`src/rtl/cport_pkg.sv`:
```
package cport_pkg;

    typedef enum logic [3:0] {
        ST_IDLE,
        ST_SETUP,
        ST_ADDR_HI,
        ST_ADDR_LO,
        ST_DCAP_HI,
        ST_DCAP_LO,
        ST_WR_HI,
        ST_WR_LO,
        ST_RD_HI,
        ST_RD_LO,
        ST_DONE
    } cport_state_e;

    localparam int NUM_SB  = 4;
    localparam int SB_ADDR = 0;
    localparam int SB_DCAP = 1;
    localparam int SB_WR   = 2;
    localparam int SB_RD   = 3;

    function automatic logic st_is_hi(cport_state_e s);
        return (s == ST_ADDR_HI) || (s == ST_DCAP_HI) ||
               (s == ST_WR_HI)   || (s == ST_RD_HI);
    endfunction

    function automatic logic st_is_lo(cport_state_e s);
        return (s == ST_ADDR_LO) || (s == ST_DCAP_LO) ||
               (s == ST_WR_LO)   || (s == ST_RD_LO);
    endfunction

    function automatic logic [1:0] st_strobe(cport_state_e s);
        logic [1:0] idx;
        case (s)
            ST_DCAP_HI, ST_DCAP_LO: idx = 2'(SB_DCAP);
            ST_WR_HI,   ST_WR_LO:   idx = 2'(SB_WR);
            ST_RD_HI,   ST_RD_LO:   idx = 2'(SB_RD);
            default:                idx = 2'(SB_ADDR);
        endcase
        return idx;
    endfunction

endpackage

```
`src/rtl/cport_poll_timer.sv`:
```
module cport_poll_timer #(
    parameter int POLL_CYC  = 25000,
    parameter int MAX_POLLS = 10
) (
    input  logic clk,
    input  logic rst_n,
    input  logic restart,
    input  logic active,
    output logic sample,
    output logic last
);
    localparam int CW = (POLL_CYC  > 1) ? $clog2(POLL_CYC)  : 1;
    localparam int PW = (MAX_POLLS > 1) ? $clog2(MAX_POLLS) : 1;

    logic [CW-1:0] gap_q;
    logic [PW-1:0] polls_q;

    always_ff @(posedge clk or negedge rst_n) begin
        if (!rst_n) begin
            gap_q   <= '0;
            polls_q <= '0;
        end else if (restart) begin
            gap_q   <= '0;
            polls_q <= '0;
        end else if (active) begin
            if (gap_q == '0) begin
                gap_q <= CW'(POLL_CYC - 1);
                if (polls_q != PW'(MAX_POLLS - 1))
                    polls_q <= polls_q + 1'b1;
            end else begin
                gap_q <= gap_q - 1'b1;
            end
        end
    end

    assign sample = active && (gap_q == '0);
    assign last   = (polls_q == PW'(MAX_POLLS - 1));

endmodule

```
`src/rtl/cport_strobe_bank.sv`:
```
module cport_strobe_bank #(
    parameter int N = 4
) (
    input  logic         clk,
    input  logic         rst_n,
    input  logic         clr_all,
    input  logic [N-1:0] set_v,
    input  logic [N-1:0] drop_v,
    output logic [N-1:0] strobe
);
    for (genvar i = 0; i < N; i++) begin : g_sb
        always_ff @(posedge clk or negedge rst_n) begin
            if (!rst_n)         strobe[i] <= 1'b0;
            else if (clr_all)   strobe[i] <= 1'b0;
            else if (set_v[i])  strobe[i] <= 1'b1;
            else if (drop_v[i]) strobe[i] <= 1'b0;
        end
    end

endmodule

```
`src/rtl/phy_cport_master.sv`:
```
module phy_cport_master
    import cport_pkg::*;
#(
    parameter int DW        = 16,
    parameter int CLK_MHZ   = 250,
    parameter int POLL_US   = 100,
    parameter int MAX_POLLS = 10,
    parameter int RST_BIT   = 0
) (
    input  logic          clk,
    input  logic          rst_n,
    input  logic          cmd_valid,
    output logic          cmd_ready,
    input  logic [1:0]    cmd_op,
    input  logic [DW-1:0] cmd_data,
    output logic          done,
    output logic          done_err,
    output logic [DW-1:0] rd_data,
    output logic          err_sticky,
    output logic [DW-1:0] phy_din,
    output logic          phy_cap_addr,
    output logic          phy_cap_data,
    output logic          phy_wr,
    output logic          phy_rd,
    input  logic          phy_ack,
    input  logic [DW-1:0] phy_dout
);
    localparam int POLL_CYC = CLK_MHZ * POLL_US;

    cport_state_e state_q, state_d;

    logic [1:0]        op_q;
    logic [DW-1:0]     din_q;
    logic [DW-1:0]     rd_q;
    logic              res_err_q;
    logic              sticky_q;
    logic              accept;
    logic              in_wait;
    logic              exp_lvl;
    logic              sample;
    logic              last;
    logic              pass;
    logic              miss_final;
    logic              restart;
    logic              tmo;
    logic              rst_wr;
    logic              cap_rd;
    logic [NUM_SB-1:0] set_v;
    logic [NUM_SB-1:0] drop_v;
    logic [NUM_SB-1:0] sb;

    assign accept     = (state_q == ST_IDLE) && cmd_valid;
    assign in_wait    = st_is_hi(state_q) || st_is_lo(state_q);
    assign exp_lvl    = st_is_hi(state_q);
    assign pass       = sample && (phy_ack == exp_lvl);
    assign miss_final = sample && (phy_ack != exp_lvl) && last;
    assign restart    = (state_d != state_q);

    cport_poll_timer #(
        .POLL_CYC  (POLL_CYC),
        .MAX_POLLS (MAX_POLLS)
    ) u_timer (
        .clk     (clk),
        .rst_n   (rst_n),
        .restart (restart),
        .active  (in_wait),
        .sample  (sample),
        .last    (last)
    );

    // state register
    always_ff @(posedge clk or negedge rst_n) begin
        if (!rst_n) state_q <= ST_IDLE;
        else        state_q <= state_d;
    end

    // next state
    always_comb begin
        state_d = state_q;
        rst_wr  = 1'b0;
        unique case (state_q)
            ST_IDLE:    if (cmd_valid) state_d = ST_SETUP;
            ST_SETUP: begin
                if (op_q[1])      state_d = ST_RD_HI;
                else if (op_q[0]) state_d = ST_DCAP_HI;
                else              state_d = ST_ADDR_HI;
            end
            ST_ADDR_HI: if (pass) state_d = ST_ADDR_LO;
            ST_ADDR_LO: if (pass) state_d = ST_DONE;
            ST_DCAP_HI: if (pass) state_d = ST_DCAP_LO;
            ST_DCAP_LO: begin
                if (pass) begin
                    if (din_q[RST_BIT]) begin
                        state_d = ST_DONE;
                        rst_wr  = 1'b1;
                    end else begin
                        state_d = ST_WR_HI;
                    end
                end
            end
            ST_WR_HI:   if (pass) state_d = ST_WR_LO;
            ST_WR_LO:   if (pass) state_d = ST_DONE;
            ST_RD_HI:   if (pass) state_d = ST_RD_LO;
            ST_RD_LO:   if (pass) state_d = ST_DONE;
            ST_DONE:    state_d = ST_IDLE;
            default:    state_d = ST_IDLE;
        endcase
        if (in_wait && miss_final) state_d = ST_DONE;
    end

    assign tmo    = in_wait && miss_final;
    assign cap_rd = (state_q == ST_RD_HI) && pass;

    for (genvar i = 0; i < NUM_SB; i++) begin : g_edge
        assign set_v[i]  = (restart && st_is_hi(state_d) && (st_strobe(state_d) == 2'(i)))
                           || ((i == SB_WR) && rst_wr);
        assign drop_v[i] = restart && st_is_lo(state_d) && (st_strobe(state_d) == 2'(i));
    end

    cport_strobe_bank #(
        .N (NUM_SB)
    ) u_strobes (
        .clk     (clk),
        .rst_n   (rst_n),
        .clr_all (accept),
        .set_v   (set_v),
        .drop_v  (drop_v),
        .strobe  (sb)
    );

    // registered outputs
    always_ff @(posedge clk or negedge rst_n) begin
        if (!rst_n) begin
            op_q      <= '0;
            din_q     <= '0;
            rd_q      <= '0;
            res_err_q <= 1'b0;
            sticky_q  <= 1'b0;
        end else begin
            if (accept) begin
                op_q      <= cmd_op;
                din_q     <= cmd_data;
                res_err_q <= 1'b0;
            end
            if (cap_rd) rd_q <= phy_dout;
            if (tmo) begin
                res_err_q <= 1'b1;
                sticky_q  <= 1'b1;
            end
        end
    end

    assign cmd_ready    = (state_q == ST_IDLE);
    assign done         = (state_q == ST_DONE);
    assign done_err     = res_err_q;
    assign rd_data      = rd_q;
    assign err_sticky   = sticky_q;
    assign phy_din      = din_q;
    assign phy_cap_addr = sb[SB_ADDR];
    assign phy_cap_data = sb[SB_DCAP];
    assign phy_wr       = sb[SB_WR];
    assign phy_rd       = sb[SB_RD];

endmodule

```
`config.mk`:
```
export PLATFORM = sky130hd
export DESIGN_NAME = phy_cport_master
export DESIGN_NICKNAME = d
export VERILOG_FILES = /design/src/rtl/cport_pkg.sv /design/src/rtl/cport_poll_timer.sv /design/src/rtl/cport_strobe_bank.sv /design/src/rtl/phy_cport_master.sv
export SDC_FILE = /design/constraint.sdc
export NUM_CORES = 1
export LEC_CHECK = 0
export BUFFER_PORTS_ARGS = -buffer_cell sky130_fd_sc_hd__buf_4
export CAP_MARGIN = 20
export CORE_MARGIN = 4
export CORE_UTILIZATION = 57
export DETAILED_ROUTE_END_ITERATION = 7
export GPL_TIMING_DRIVEN = 0
export PLACE_DENSITY = 0.86
export SLEW_MARGIN = 5
export SYNTH_ARGS = -nofsm -noshare
export SYNTH_HDL_FRONTEND = slang
export SYNTH_SLANG_ARGS = --single-unit
```
`constraint.sdc`:
```
create_clock -name clk -period 8.08 [get_ports clk]
set_input_delay 1.212 -clock clk [delete_from_list [all_inputs] [get_ports clk]]
set_output_delay 1.212 -clock clk [all_outputs]
set_load 0.005 [all_outputs]
```
* Word level (Yosys, flattened, before mapping)
Index checks and enable logic that the tools add are counted.
Word-level totals: output and inout port bits 40, input bits 38, bits in registers 63
Cells by class: reduce and logical (&&, ||, !) cells 47, multiplexer cells 37, eq/ne operators 26, add/subtract/negate cells 2
Operators with widths (count):
- $mux W4 | 14
- $mux W15 | 3
- $eq A4 B3 Y1 const B | 8
- $pmux W4 S8 | 1
- $eq A4 B4 Y1 const B | 6
- $logic_and A1 B1 Y1 | 17
- $mux W1 | 17
- $eq A4 B2 Y1 const B | 4
- $logic_not A15 Y1 | 1
- $sub A15 B1 Y15 const B | 1
- $logic_or A1 B1 Y1 | 14
- $reduce_bool A3 Y1 | 4
- $reduce_bool A2 Y1 | 4
- $pmux W2 S3 | 1
- $reduce_or A2 Y1 | 3
- $add A4 B1 Y4 const B | 1
- $eq A2 B2 Y1 const B | 2
- $eq A4 B1 Y1 const B | 1
- $logic_not A4 Y1 | 1
- $ne A4 B4 Y1 | 1
- $ne A4 B4 Y1 const B | 1
- $mux W3 | 1
- $reduce_and A3 Y1 | 1
- $reduce_or A3 Y1 | 1
- 4 further kinds | 4

* Longest topological paths before layout
Gate-level depths: netlist of run 1.
word-level depth 19, mapped depth 9

* Cells and area by module
From an unflattened synthesis of run 1, not the netlist that was laid out.
Second synthesis, totals: cells, all modules 313, area, all modules 3114.2 um2
Modules (own cells, without submodules):
- phy_cport_master | area each 1846.8 um2, instances 1, cells an instance 177, sequential area each 1001.0 um2
- cport_poll_timer | area each 1107.3 um2, instances 1, cells an instance 120, sequential area each 475.5 um2
- cport_strobe_bank | area each 160.2 um2, instances 1, cells an instance 16, sequential area each 100.1 um2

* Worst setup path before layout of run 1
No wires, ideal clock.
path type input port to flip-flop, from input phy_ack, to register u_strobes.strobe[0], cell stages on the path 7, path slack 5276 ps, data required time 7957 ps, arrival 2681 ps, buffers on the path 1, path through clkbuf_1 -> nand4b_1 -> a211o_1 -> o211a_2 -> o2111ai_4 -> nand2_1 -> o221a_1
On the way: cells in the longest elaborated chain, start to end 13
RTL lines:
- from (decl) | line phy_cport_master.sv:25 | input logic phy_ack,
- $eq A1 B1 Y1 / $ne A1 B1 Y1 (equally long branches) | line phy_cport_master.sv:55, phy_cport_master.sv:56
- $logic_and A1 B1 Y1, on equally long branches | line phy_cport_master.sv:55, phy_cport_master.sv:56
- $mux W4 (tied with other cells) | line phy_cport_master.sv:89, phy_cport_master.sv:102, phy_cport_master.sv:104
- $pmux W4 S8 / $logic_and A1 B1 Y1 (equally long branches) | line phy_cport_master.sv:81, phy_cport_master.sv:108
- $mux W4 (*) | line phy_cport_master.sv:108 | if (in_wait && miss_final) state_d = ST_DONE;
- parallel branches: the longest is 8 deep, another holds $eq A4 B4 Y1
- to (signal, indexed assignment) | line cport_strobe_bank.sv:14 | else if (clr_all) strobe[i] <= 1'b0;
- to (signal, indexed assignment) | line cport_strobe_bank.sv:15 | else if (set_v[i]) strobe[i] <= 1'b1;
- to (signal, indexed assignment) | line cport_strobe_bank.sv:16 | else if (drop_v[i]) strobe[i] <= 1'b0;
- to (decl) | line cport_strobe_bank.sv:9 | output logic [N-1:0] strobe
Every way passes the cells marked *. A chain may end at the register's enable or synchronous reset.

* Worst setup path after layout of run 1
from register state_q[3], to output done
On the way: cells in the longest elaborated chain, start to end 1
RTL lines:
- from (decl) | line phy_cport_master.sv:30 | cport_state_e state_q, state_d;
- from (signal assigned) | line phy_cport_master.sv:74 | else state_q <= state_d;
- $eq A4 B4 Y1 | line phy_cport_master.sv:154 | assign done = (state_q == ST_DONE);
- to (decl) | line phy_cport_master.sv:16 | output logic done,
Every way passes these cells.

==> out/metrics.yaml, run 1 <==
synthTopCellsByCount: "dfrtp_1, nor2_1, mux2_2, nand2_1, o21ai_0"
drt_iter0_markers: 240
hold_buffers: 0
pwr-share-seq_pct: 32.0
ant_nets: 0
area_growth_pct: 29.05
combPwrFrac_pct: 48.5
antenna_found_initial: 0
ys_types: 54
fmax_mhz: 335.3
yosysWarnings: 0
diodes: 0
ios: 78
synth_seq_cells: 63
clk_latency_ns: 0.34
chipWidth_um: 81.56
post_cts_buffers: 0
hold_violations: 0
fin_crit_ns: 2.983
cts_tree: "done"
grt_overflow: 0
setup_violations: 0
cellPowerDensity_nw_per_um2: 407.1
yosysMostFrequentCell: "dfrtp_1"
cp.required_ns: 6.87
cap_violations: 0
yosysTopAreaCell: "dfrtp_1"
worst_pin_slew_ns: 0.7960
tns_ns: 0
start_util_pct: 59.63
maxUsedRoutingLayer: "met4"
numPortBuffers: 77
track_usage_pct: 26.03
drt_first_pass_iters: 5
cts_root_buf: "clkbuf_8"
viasPerCell: 5.888
crit_fanout: 10
place.gp.congestion: 0.9020
synthCells: 284
rsz0062_at_grt: "false"
clkPwrFrac_pct: 19.5
hold_slack_ns: 0.4906
synth_edf_count: 0
wl_met1_mm: 3.167
core_area_um2: 5172
htree_levels: 3
async_reset_ff_share_pct: 100.0
netSwitchingFraction_pct: 39.29
path_clk_slew_ns: 0.07
wl_met2_mm: 3.930
synth_top_area_share_pct: 51.12
postSynthAreaPerCell_um2: 10.86
place_hpwl_mm: 5.463
finalCritPeriodShare_pct: 36.92
dp_slack_ns: 4.838
fin_util_pct: 76.95
vias: 2626
cts_made_buffers: 9
slew_headroom_pct: 46.94
p_leak_nw: 1.870
multi_input_comb_area_um2: 1434
fp.dieH_um: 81.56
status: "finished, final reports clean"
drive_above_1_share_pct: 36.44
crit_type: "reg -> out"
end_kind: "primary output"
slew_viol_final: 0
clk_path_buf_depth: 2
arrival_ns: 1.77
grt_first_pass_wirelength_mm: 13.10
wl_per_cell_um: 17.83
drc: 0
cts.sinks: 63
nets: 414
synthFlopType: "dfrtp_1"
power_switching_mw: 0.6365
synth_area_um2: 3084
first_global_vias: 2733
fin_worst_skew_ns: 0.007861
cts_resized: 0
irDropWorstVdd_mv: 0.2604
routed_wl_mm: 7.952
synth_fp_nets: 326
n_fill_cell: 349
fin_ws_ns: 5.097
grt_max_degree: 64
yosysSeqAreaShare_pct: 51.12
hp-class: "reg -> reg"
power.internal_mw: 0.9836
met3_wirelength_um: 703
synth_top_cells_by_area: "dfrtp_1, mux2_2, nor2_1"
fp.dieArea_um2: 6652
num_rows: 26
seqCellArea_um2: 1577
cp-start-kind: "flip-flop"
[kinds of logic after synthesis]
group | count (synthesis) | share of synthesized area (%)
AOI/OAI and AO/OA | 56 | 13.06
buffers and inverters | 18 | 2.394
muxes | 33 | 12.05
DFF | 63 | 51.12
adders and majority gates | 4 | 1.623
and+or+nand+nor | 99 | 16.63
xor gates and xnor gates | 11 | 3.124
[cell type report]
type	instances	share of cell area, %
sequential	63	39.61
multi-input combinational	203	36.03
timing repair buffer	77	14.52
clock buffer	12	4.150
tap	70	2.201
clock inverter	3	1.635
buffer	11	1.195
inverter	7	0.6602
[through the flow]
step | power [mW] | instances | instance area [um2]
floorplan | 1.006 | 284 | 3084
global placement | 1.262 | 431 | 3750
detailed placement | 1.287 | 431 | 3750
CTS | 1.619 | 446 | 3980
global route | 1.731 | 446 | 3980
finish | 1.620 | 446 | 3980
[worst max-delay path, stage by stage (launching register included)]
cell and delay [ns]:
dfrtp_1 0.46, clkbuf_1 0.41, nand2_1 0.18, nor3b_1 0.22
buf_4 0.15
[sequential cells by signal, summed over array words and instances (netlist names)]
signal and flops:
phy_din 16, rd_data 16, u_timer.gap_q 15, state_q 4, u_strobes.strobe 4, u_timer.polls_q 4, op_q 2, done_err 1
err_sticky 1
[placed cells by master, fill, tap and decap left out, types with 4 or more instances in the layout]
| cell type | Yosys | layout |
|---|---|---|
| a21oi_1 | 7 | 7 |
| a311oi_1 | 4 | 4 |
| a31oi_1 | 6 | 6 |
| buf_4 | 1 | 78 |
| clkbuf_1 | 6 | 6 |
| clkbuf_8 | 0 | 12 |
| dfrtp_1 | 63 | 63 |
| ha_1 | 4 | 4 |
| inv_1 | 7 | 7 |
| mux2_2 | 32 | 32 |
| nand2_1 | 13 | 13 |
| nand3_1 | 7 | 7 |
| nor2_1 | 33 | 33 |
| nor2b_1 | 7 | 7 |
| nor3_1 | 7 | 7 |
| nor3b_1 | 5 | 5 |
| nor4_1 | 6 | 6 |
| o21ai_0 | 12 | 12 |
| xnor2_1 | 8 | 8 |
[worst paths after layout]
path / from / to / slack, ns / cells past startpoint
setup / recovery: state_q[3]$_DFF_PN0_ / done / 5.10 / 4
hold / removal: err_sticky$_DFFE_PN0P_ / err_sticky$_DFFE_PN0P_ / 0.49 / 1
setup reg to reg: state_q[2]$_DFF_PN0_ / u_strobes.strobe[1]$_DFFE_PN0P_ / 5.18 / 9
hold reg to reg: err_sticky$_DFFE_PN0P_ / err_sticky$_DFFE_PN0P_ / 0.49 / 1
max in group asynchronous: rst_n / phy_din[0]$_DFFE_PN0P_ / 6.59 / 1
min in group asynchronous: rst_n / u_timer.gap_q[1]$_DFFE_PN0P_ / 0.95 / 1
[metal layers]
| layer | track usage [%] | vias to the layer above |
|---|---|---|
| met5 | 0 | - |
| met4 | 10.64 | 0 |
| met3 | 9.649 | 19 |
| met2 | 41.53 | 127 |
| met1 | 31.85 | 1279 |
| li1 | - | 1201 |
[power by group through the flow]
stage          clock, mW  sequential (mW)  combinational (mW)
2_1_floorplan          0            0.508               0.498
3_3_place_gp           0            0.510               0.752
3_5_place_dp           0            0.518               0.769
4_1_cts            0.320            0.516               0.783
5_1_grt            0.334            0.530               0.866
6_report           0.316            0.518               0.786
Note: power is estimated with default switching activity, not from simulation.
==> run 2: changes to the inputs <==
--- a/config.mk
+++ b/config.mk
@@ -8,10 +8,10 @@
 export BUFFER_PORTS_ARGS = -buffer_cell sky130_fd_sc_hd__buf_4
 export CAP_MARGIN = 20
 export CORE_MARGIN = 4
-export CORE_UTILIZATION = 57
+export CORE_UTILIZATION = 53
 export DETAILED_ROUTE_END_ITERATION = 7
 export GPL_TIMING_DRIVEN = 0
-export PLACE_DENSITY = 0.86
+export PLACE_DENSITY = 0.81
 export SLEW_MARGIN = 5
 export SYNTH_ARGS = -nofsm -noshare
 export SYNTH_HDL_FRONTEND = slang
==> constraint.sdc (replaced) <==
create_clock -name clk -period 2.9 [get_ports clk]
set_input_delay 0.435 -clock clk [delete_from_list [all_inputs] [get_ports clk]]
set_output_delay 0.435 -clock clk [all_outputs]
set_load 0.005 [all_outputs]
==> run 2 against run 1 <==
Clock skew up 0.0029 ns. Power rose to 2.8 times the previous value. Flip-flop and latch count unchanged. Critical path type is now reg -> reg. Critical endpoint is now u_strobes.strobe[1]$_DFFE_PN0P_. Largest power group unchanged.
==> out/metrics.yaml, run 2 (synthesis gave the netlist of run 1 again) <==
status: "finished, final reports clean"
hold_buffers: 0  # unchanged
cts_made_buffers: 9  # unchanged
track_usage_pct: 22.12  # -3.9 points
r2r_cells: 8  # -1
num_rows: 27  # +3.8%
fmax_mhz: 356.8
rsz0062_at_grt: "false"
fin_worst_skew_ns: 0.01079  # +0.002924 ns
final_cell_mix: "buf_4, dfrtp_1, nor2_1"
wl_per_cell_um: 16.88  # -5.3%
cts_tree: "done"
finalCritPeriodShare_pct: 96.66
cellPowerDensity_nw_per_um2: 1126  # +180%
first_global_vias: 2625  # -4.0%
cp.required_ns: 3.09  # -3.78 ns
clk_path_buf_depth: 2  # unchanged
place.gp.congestion: 0.9095  # +0.83%
worst_pin_slew_ns: 0.7886  # -0.007357 ns
grt_max_degree: 64  # unchanged
reg2reg_from: "u_timer.gap_q[5]$_DFFE_PN0P_"
fp.dieArea_um2: 7104  # +6.8%
vias: 2637  # +0.42%
place_hpwl_mm: 5.430  # -0.61%
grt_overflow: 0  # unchanged
nets: 417  # +0.72%
ios: 78  # unchanged
antenna_found_initial: 0  # unchanged
end_kind: "flip-flop"
htree_levels: 3  # unchanged
ant_nets: 0  # unchanged
seqCellArea_um2: 1577  # unchanged
reg2reg_slack_ns: 0.1  # -5.08 ns
total_power_mw: 4.505  # +180%
core_area_um2: 5574  # +7.8%
diodes: 0  # unchanged
tns_ns: 0  # unchanged
viasPerCell: 5.847  # -0.69%
hp-class: "in -> async"
grt_first_pass_wirelength_mm: 12.72  # -2.8%
drc: 0  # unchanged
r2r-end: "u_strobes.strobe[1]$_DFFE_PN0P_"
setup_violations: 0  # unchanged
critical-path-top-delay-family: "simple AND/OR/NAND/NOR gates"
n_fill_cell: 425  # +22%
fp.dieH_um: 84.29  # +3.3%
multi_input_comb_area_um2: 1449  # +1.0%
p_leak_nw: 1.879  # +0.51%
slew_viol_final: 0  # unchanged
routed_wl_mm: 7.611  # -4.3%
fin_crit_ns: 2.803
irDropWorstVdd_mv: 0.6090  # +130%
area_growth_pct: 29.74
numPortBuffers: 77  # unchanged
max_stage_delay_ns: 0.59  # +0.13 ns
final_common_cell: "buf_4"
arrival_ns: 3.00  # +1.23 ns
crit_fanout: 8  # -2
drt_iter0_markers: 286  # +19%
crit_type: "reg -> reg"
start_util_pct: 55.33  # -4.3 points
drt_first_pass_iters: 5  # unchanged
hold_violations: 0  # unchanged
path_clk_slew_ns: 0.07  # about the same
critPathSlowestCell: "or4_4"
path_buf_inv: 1  # -1
cap_violations: 0  # unchanged
cts.sinks: 63  # unchanged
chipWidth_um: 84.29  # +3.3%
crit_chain: "or4_4 -> or3_1 -> buf_2 -> a211o_1 -> o211a_2 -> o2111ai_4 -> and3_1 -> a31oi_1"
cts_root_buf: "clkbuf_8"
slew_headroom_pct: 47.43  # +0.49 points
clk_latency_ns: 0.34  # about the same
cp-start-kind: "flip-flop"
drive_above_1_share_pct: 37.20  # +0.77 points
==> run 2: report_power, final <==
part	leakage, nW	total, mW	switching [mW]	internal [mW]
sequential	0.814	1.44	0.234	1.20
clock	0.109	0.822	0.322	0.500
combinational	0.956	2.25	1.20	1.05
==> run 2: repair_timing <==
item                       in CTS  in global routing
setup buffers                   0                  3
setup endpoints to repair       0                 29
resized for setup               0                  3
==> run 2: per-layer routing <==
metal	routed length [um]	vias up	track usage, %
met1	3139	1268	29.17
met4	112	0	7.749
met3	768	13	7.360
met5	0	-	0
met2	3590	142	34.22
li1	-	1214	-
==> run 2: worst max path at each step <==
stage | from | to | cells after the start
2_1_floorplan | u_timer.gap_q[5]$_DFFE_PN0P_ | u_strobes.strobe[0]$_DFFE_PN0P_ | 8
3_3_place_gp | u_timer.gap_q[5]$_DFFE_PN0P_ | rd_data[14]$_DFFE_PN0P_ | 7
3_5_place_dp | u_timer.gap_q[5]$_DFFE_PN0P_ | rd_data[14]$_DFFE_PN0P_ | 7
4_1_cts | u_timer.gap_q[5]$_DFFE_PN0P_ | rd_data[14]$_DFFE_PN0P_ | 7
5_1_grt | u_timer.gap_q[5]$_DFFE_PN0P_ | rd_data[14]$_DFFE_PN0P_ | 7
6_report | u_timer.gap_q[5]$_DFFE_PN0P_ | u_strobes.strobe[1]$_DFFE_PN0P_ | 8
==> run 2: through the flow <==
step | util [%] | area, um2 | hold slack [ns] | setup slack (ns) | std cells
floorplan | - | 3084 | 0.1394 | 0.3194 | 284
global placement | 67.32 | 3752 | 0.4590 | 0.06399 | 433
detailed placement | 67.32 | 3752 | 0.4668 | 0.03166 | 433
CTS | 71.11 | 3964 | 0.2033 | 0.01173 | 448
global route | 71.78 | 4001 | 0.2384 | 0.006782 | 451
finish | 71.78 | 4001 | 0.1646 | 0.09697 | 451
==> run 2: worst reg2reg max path, cell delays in order, from the launching register on <==
cell and delay [ns]:
dfrtp_1 0.44, or4_4 0.59, or3_1 0.31, buf_2 0.18, a211o_1 0.33, o211a_2 0.17, o2111ai_4 0.29, and3_1 0.23
a31oi_1 0.11
==> run 2: final cells by class <==
class / instances / area share [%]
Inverter: 7 / 0.6567
Clock inverter: 4 / 1.751
Clock buffer: 11 / 3.533
Tap cell: 72 / 2.251
Buffer: 11 / 1.188
Sequential cell: 63 / 39.40
Multi-Input combinational cell: 203 / 36.21
Timing Repair Buffer: 80 / 15.01
==> run 3: changes to the inputs <==
--- a/config.mk
+++ b/config.mk
@@ -15,4 +15,5 @@
 export SLEW_MARGIN = 5
 export SYNTH_ARGS = -nofsm -noshare
 export SYNTH_HDL_FRONTEND = slang
+export SYNTH_HIERARCHICAL = 1
 export SYNTH_SLANG_ARGS = --single-unit
==> run 3 against run 2 <==
The run now ends with setup timing left. Non-clock buffer count is 34 higher. Design area is 13% higher. Critical path type unchanged. Utilization is 9.2 points higher. Combinational power is 57% higher. Area after synthesis is 0.97% higher. Final cell count is 13% higher. Wire length is 29% higher. Clock skew is 0.00065 ns lower. Maximum frequency is 24% lower. Global-route usage is 2.3 points higher. Largest cell class is now multi-input gates. Largest power group unchanged. Power is 25% higher.
==> out/metrics.yaml, run 3 <==
clk_latency_ns: 0.34  # about the same
path_clk_slew_ns: 0.07  # about the same
nets: 474  # +14%
routed_wl_mm: 9.799  # +29%
hold_violations: 0  # unchanged
fin_ws_ns: -0.8007  # -0.8976 ns
first_global_vias: 2906  # +11%
diodes: 0  # unchanged
drc: 0  # unchanged
crit_fanout: 8  # unchanged
cellPowerDensity_nw_per_um2: 1241  # +10%
place_area_um2: 3826  # +2.0%
yosysSeqAreaShare_pct: 50.62  # -0.49 points
synth_fp_nets: 355  # +8.9%
fp.dieH_um: 84.66  # +0.44%
track_usage_pct: 24.41  # +2.3 points
wl_met2_mm: 4.649  # +29%
ios: 78  # unchanged
wl_met1_mm: 3.765  # +20%
place.gp.congestion: 0.8036  # -12%
final_cell_mix: "buf_4, dfrtp_1, nand2_1"
p_leak_nw: 2.198  # +17%
yosysMostFrequentCell: "dfrtp_1"
fp.dieArea_um2: 7166  # +0.88%
postSynthAreaPerCell_um2: 9.950  # -8.4%
irDropWorstVdd_mv: 0.6911  # +13%
synth_top_area_share_pct: 50.62  # -0.49 points
async_reset_ff_share_pct: 100.0  # unchanged
reg2reg_slack_ns: -0.80  # -0.90 ns
drt_iter0_markers: 516  # +80%
finalCritPeriodShare_pct: 127.6  # +31 points
fin_worst_skew_ns: 0.01013  # -0.0006505 ns
grt_first_pass_wirelength_mm: 14.01  # +10%
synth_edf_count: 0  # unchanged
cp.required_ns: 3.11  # +0.02 ns
maxUsedRoutingLayer: "met4"
hp-class: "in -> async"
cp-start-kind: "flip-flop"
synth_seq_cells: 63  # unchanged
fin_util_pct: 80.95  # +9.2 points
clk_path_buf_depth: 2  # unchanged
slew_viol_final: 0  # unchanged
reg2reg_from: "u_timer/gap_q[1]$_DFFE_PN0P_"
wl_per_cell_um: 19.25  # +14%
slew_headroom_pct: 47.41  # about the same
yosysTopAreaCell: "dfrtp_1"
synth_top_cells_by_area: "dfrtp_1, nand2_1, mux2_2"
num_rows: 27  # unchanged
viasPerCell: 5.878  # +0.53%
setup_violations: 19  # +19
ant_nets: 0  # unchanged
grt_max_degree: 64  # unchanged
cts_tree: "done"
cts_root_buf: "clkbuf_8"
status: "finished with violations"
drive_above_1_share_pct: 46.00  # +8.8 points
synthTopCellsByCount: "dfrtp_1, nand2_1, nor2_1, mux2_2"
r2r_cells: 17  # +9
r2r-end: "u_timer/gap_q[4]$_DFFE_PN0P_"
worst_pin_slew_ns: 0.7888  # +0.0001721 ns
final_common_cell: "buf_4"
vias: 2992  # +13%
rsz0062_at_grt: "true"
ys_types: 55  # +1.9%
fin_crit_ns: 3.701  # +0.8976 ns
cts.sinks: 63  # unchanged
fmax_mhz: 270.2  # -24%
violations: "setup timing"
antenna_found_initial: 0  # unchanged
start_util_pct: 55.53  # +0.20 points
place_hpwl_mm: 5.255  # -3.2%
drt_first_pass_iters: 8  # +3
htree_levels: 3  # unchanged
cts_made_buffers: 9  # unchanged
chipWidth_um: 84.66  # +0.44%
end_kind: "flip-flop"
grt_overflow: 0  # unchanged
stdcell_area_um2: 4539  # +13%
cap_violations: 0  # unchanged
synth_area_um2: 3114  # +0.97%
core_area_um2: 5608  # +0.61%
crit_type: "reg -> reg"
arrival_ns: 3.91  # +0.91 ns
numPortBuffers: 77  # unchanged
hold_buffers: 0  # unchanged
area_growth_pct: 45.76
met3_wirelength_um: 926  # +21%
synthCells: 313  # +10%
synthFlopType: "dfrtp_1"
n_fill_cell: 329  # -23%
yosysWarnings: 6  # +6
## run 3: cell count changes after synthesis, moves of 6 or more
| cell | previous run | this run |
|---|---|---|
| nor2_1 | 33 | 21 |
| nand2b_1 | 1 | 8 |
| nor2b_1 | 7 | 1 |
| o21ai_0 | 12 | 6 |
| nand2_1 | 13 | 60 |
| mux2_2 | 32 | 16 |
## run 3: through the flow
step / hold slack, ns / setup TNS (ns) / power [mW] / worst slack (ns) / std cells
final: 0.1751 / -12.40 / 5.631 / -0.8007 / 509
after global routing: 0.2554 / -13.95 / 5.924 / -0.9256 / 509
after CTS: 0.2156 / -7.983 / 4.909 / -0.6316 / 496
after detailed placement: 0.4527 / -20.77 / 3.553 / -1.148 / 462
after global placement: 0.4515 / -17.50 / 3.484 / -1.017 / 462
after floorplan: 0.1394 / -5.174 / 2.823 / -0.6739 / 313
## run 3: worst max path at each step
stage	from	endpoint	slack (ns)	cells after the start
4_1_cts	u_timer/gap_q[4]$_DFFE_PN0P_	u_timer/gap_q[11]$_DFFE_PN0P_	-0.63	14
2_1_floorplan	u_timer/gap_q[0]$_DFFE_PN0P_	u_timer/gap_q[11]$_DFFE_PN0P_	-0.67	15
6_report	u_timer/gap_q[1]$_DFFE_PN0P_	u_timer/gap_q[4]$_DFFE_PN0P_	-0.80	17
5_1_grt	u_timer/gap_q[1]$_DFFE_PN0P_	u_timer/gap_q[4]$_DFFE_PN0P_	-0.93	17
3_3_place_gp	state_q[2]$_DFF_PN0_	u_timer/gap_q[11]$_DFFE_PN0P_	-1.02	15
3_5_place_dp	state_q[2]$_DFF_PN0_	u_timer/gap_q[11]$_DFFE_PN0P_	-1.15	15
## run 3: kinds of logic (layout without fill, tap and decap cells)
kind of cell | count (synthesis) | after routing | synth area share (%)
DFF | 63 | 63 | 50.62
AOI/OAI and AO/OA | 41 | 41 | 8.880
muxes | 16 | 16 | 5.785
and+or+nand+nor | 149 | 149 | 25.07
buffers and inverters | 29 | 153 | 4.660
adders and majority gates | 5 | 5 | 1.929
xor gates and xnor gates | 10 | 10 | 3.054
## run 3: area by class of cell
| cell class | instances | area (um2) | area share, % |
|---|---|---|---|
| Timing Repair Buffer | 110 | 857.1 | 18.88 |
| Clock inverter | 3 | 17.52 | 0.3859 |
| Inverter | 12 | 48.80 | 1.075 |
| Multi-Input combinational cell | 221 | 1654 | 36.44 |
| Clock buffer | 13 | 158.9 | 3.501 |
| Buffer | 15 | 136.4 | 3.004 |
| Tap cell | 72 | 90.09 | 1.985 |
| Sequential cell | 63 | 1577 | 34.73 |
## run 3: critical path, stage by stage (launching register included)
cell and delay (ns):
dfrtp_1 0.39, inv_2 0.09, ha_4 0.16, or4b_4 0.47
nor4_4 0.21, and2_4 0.21, buf_6 0.13, or2b_1 0.12
a21oi_2 0.06, o22a_1 0.25, xnor2_1 0.19, or3b_4 0.44
buf_6 0.14, buf_6 0.12, o21ai_4 0.23, nor3_2 0.08
xnor2_1 0.19, nor2_1 0.09
## run 3: metal layers
metal	global-route usage [%]	up-vias
li1	-	1326
met2	38.58	187
met3	7.262	54
met4	10.07	0
met1	31.37	1425
met5	0	-
## run 3: what timing repair did
| item | CTS | global route |
|---|---|---|
| gates resized for setup | 38 | 22 |
| pin swaps | 13 | 9 |
| buffers inserted | 19 | 14 |
| endpoints found under the setup margin | 36 | 20 |
## run 3: power by group
part           internal, mW  switching [mW]  total [mW]
registers              1.16           0.230        1.39
clock network         0.355           0.338       0.693
logic                  1.76            1.78        3.54
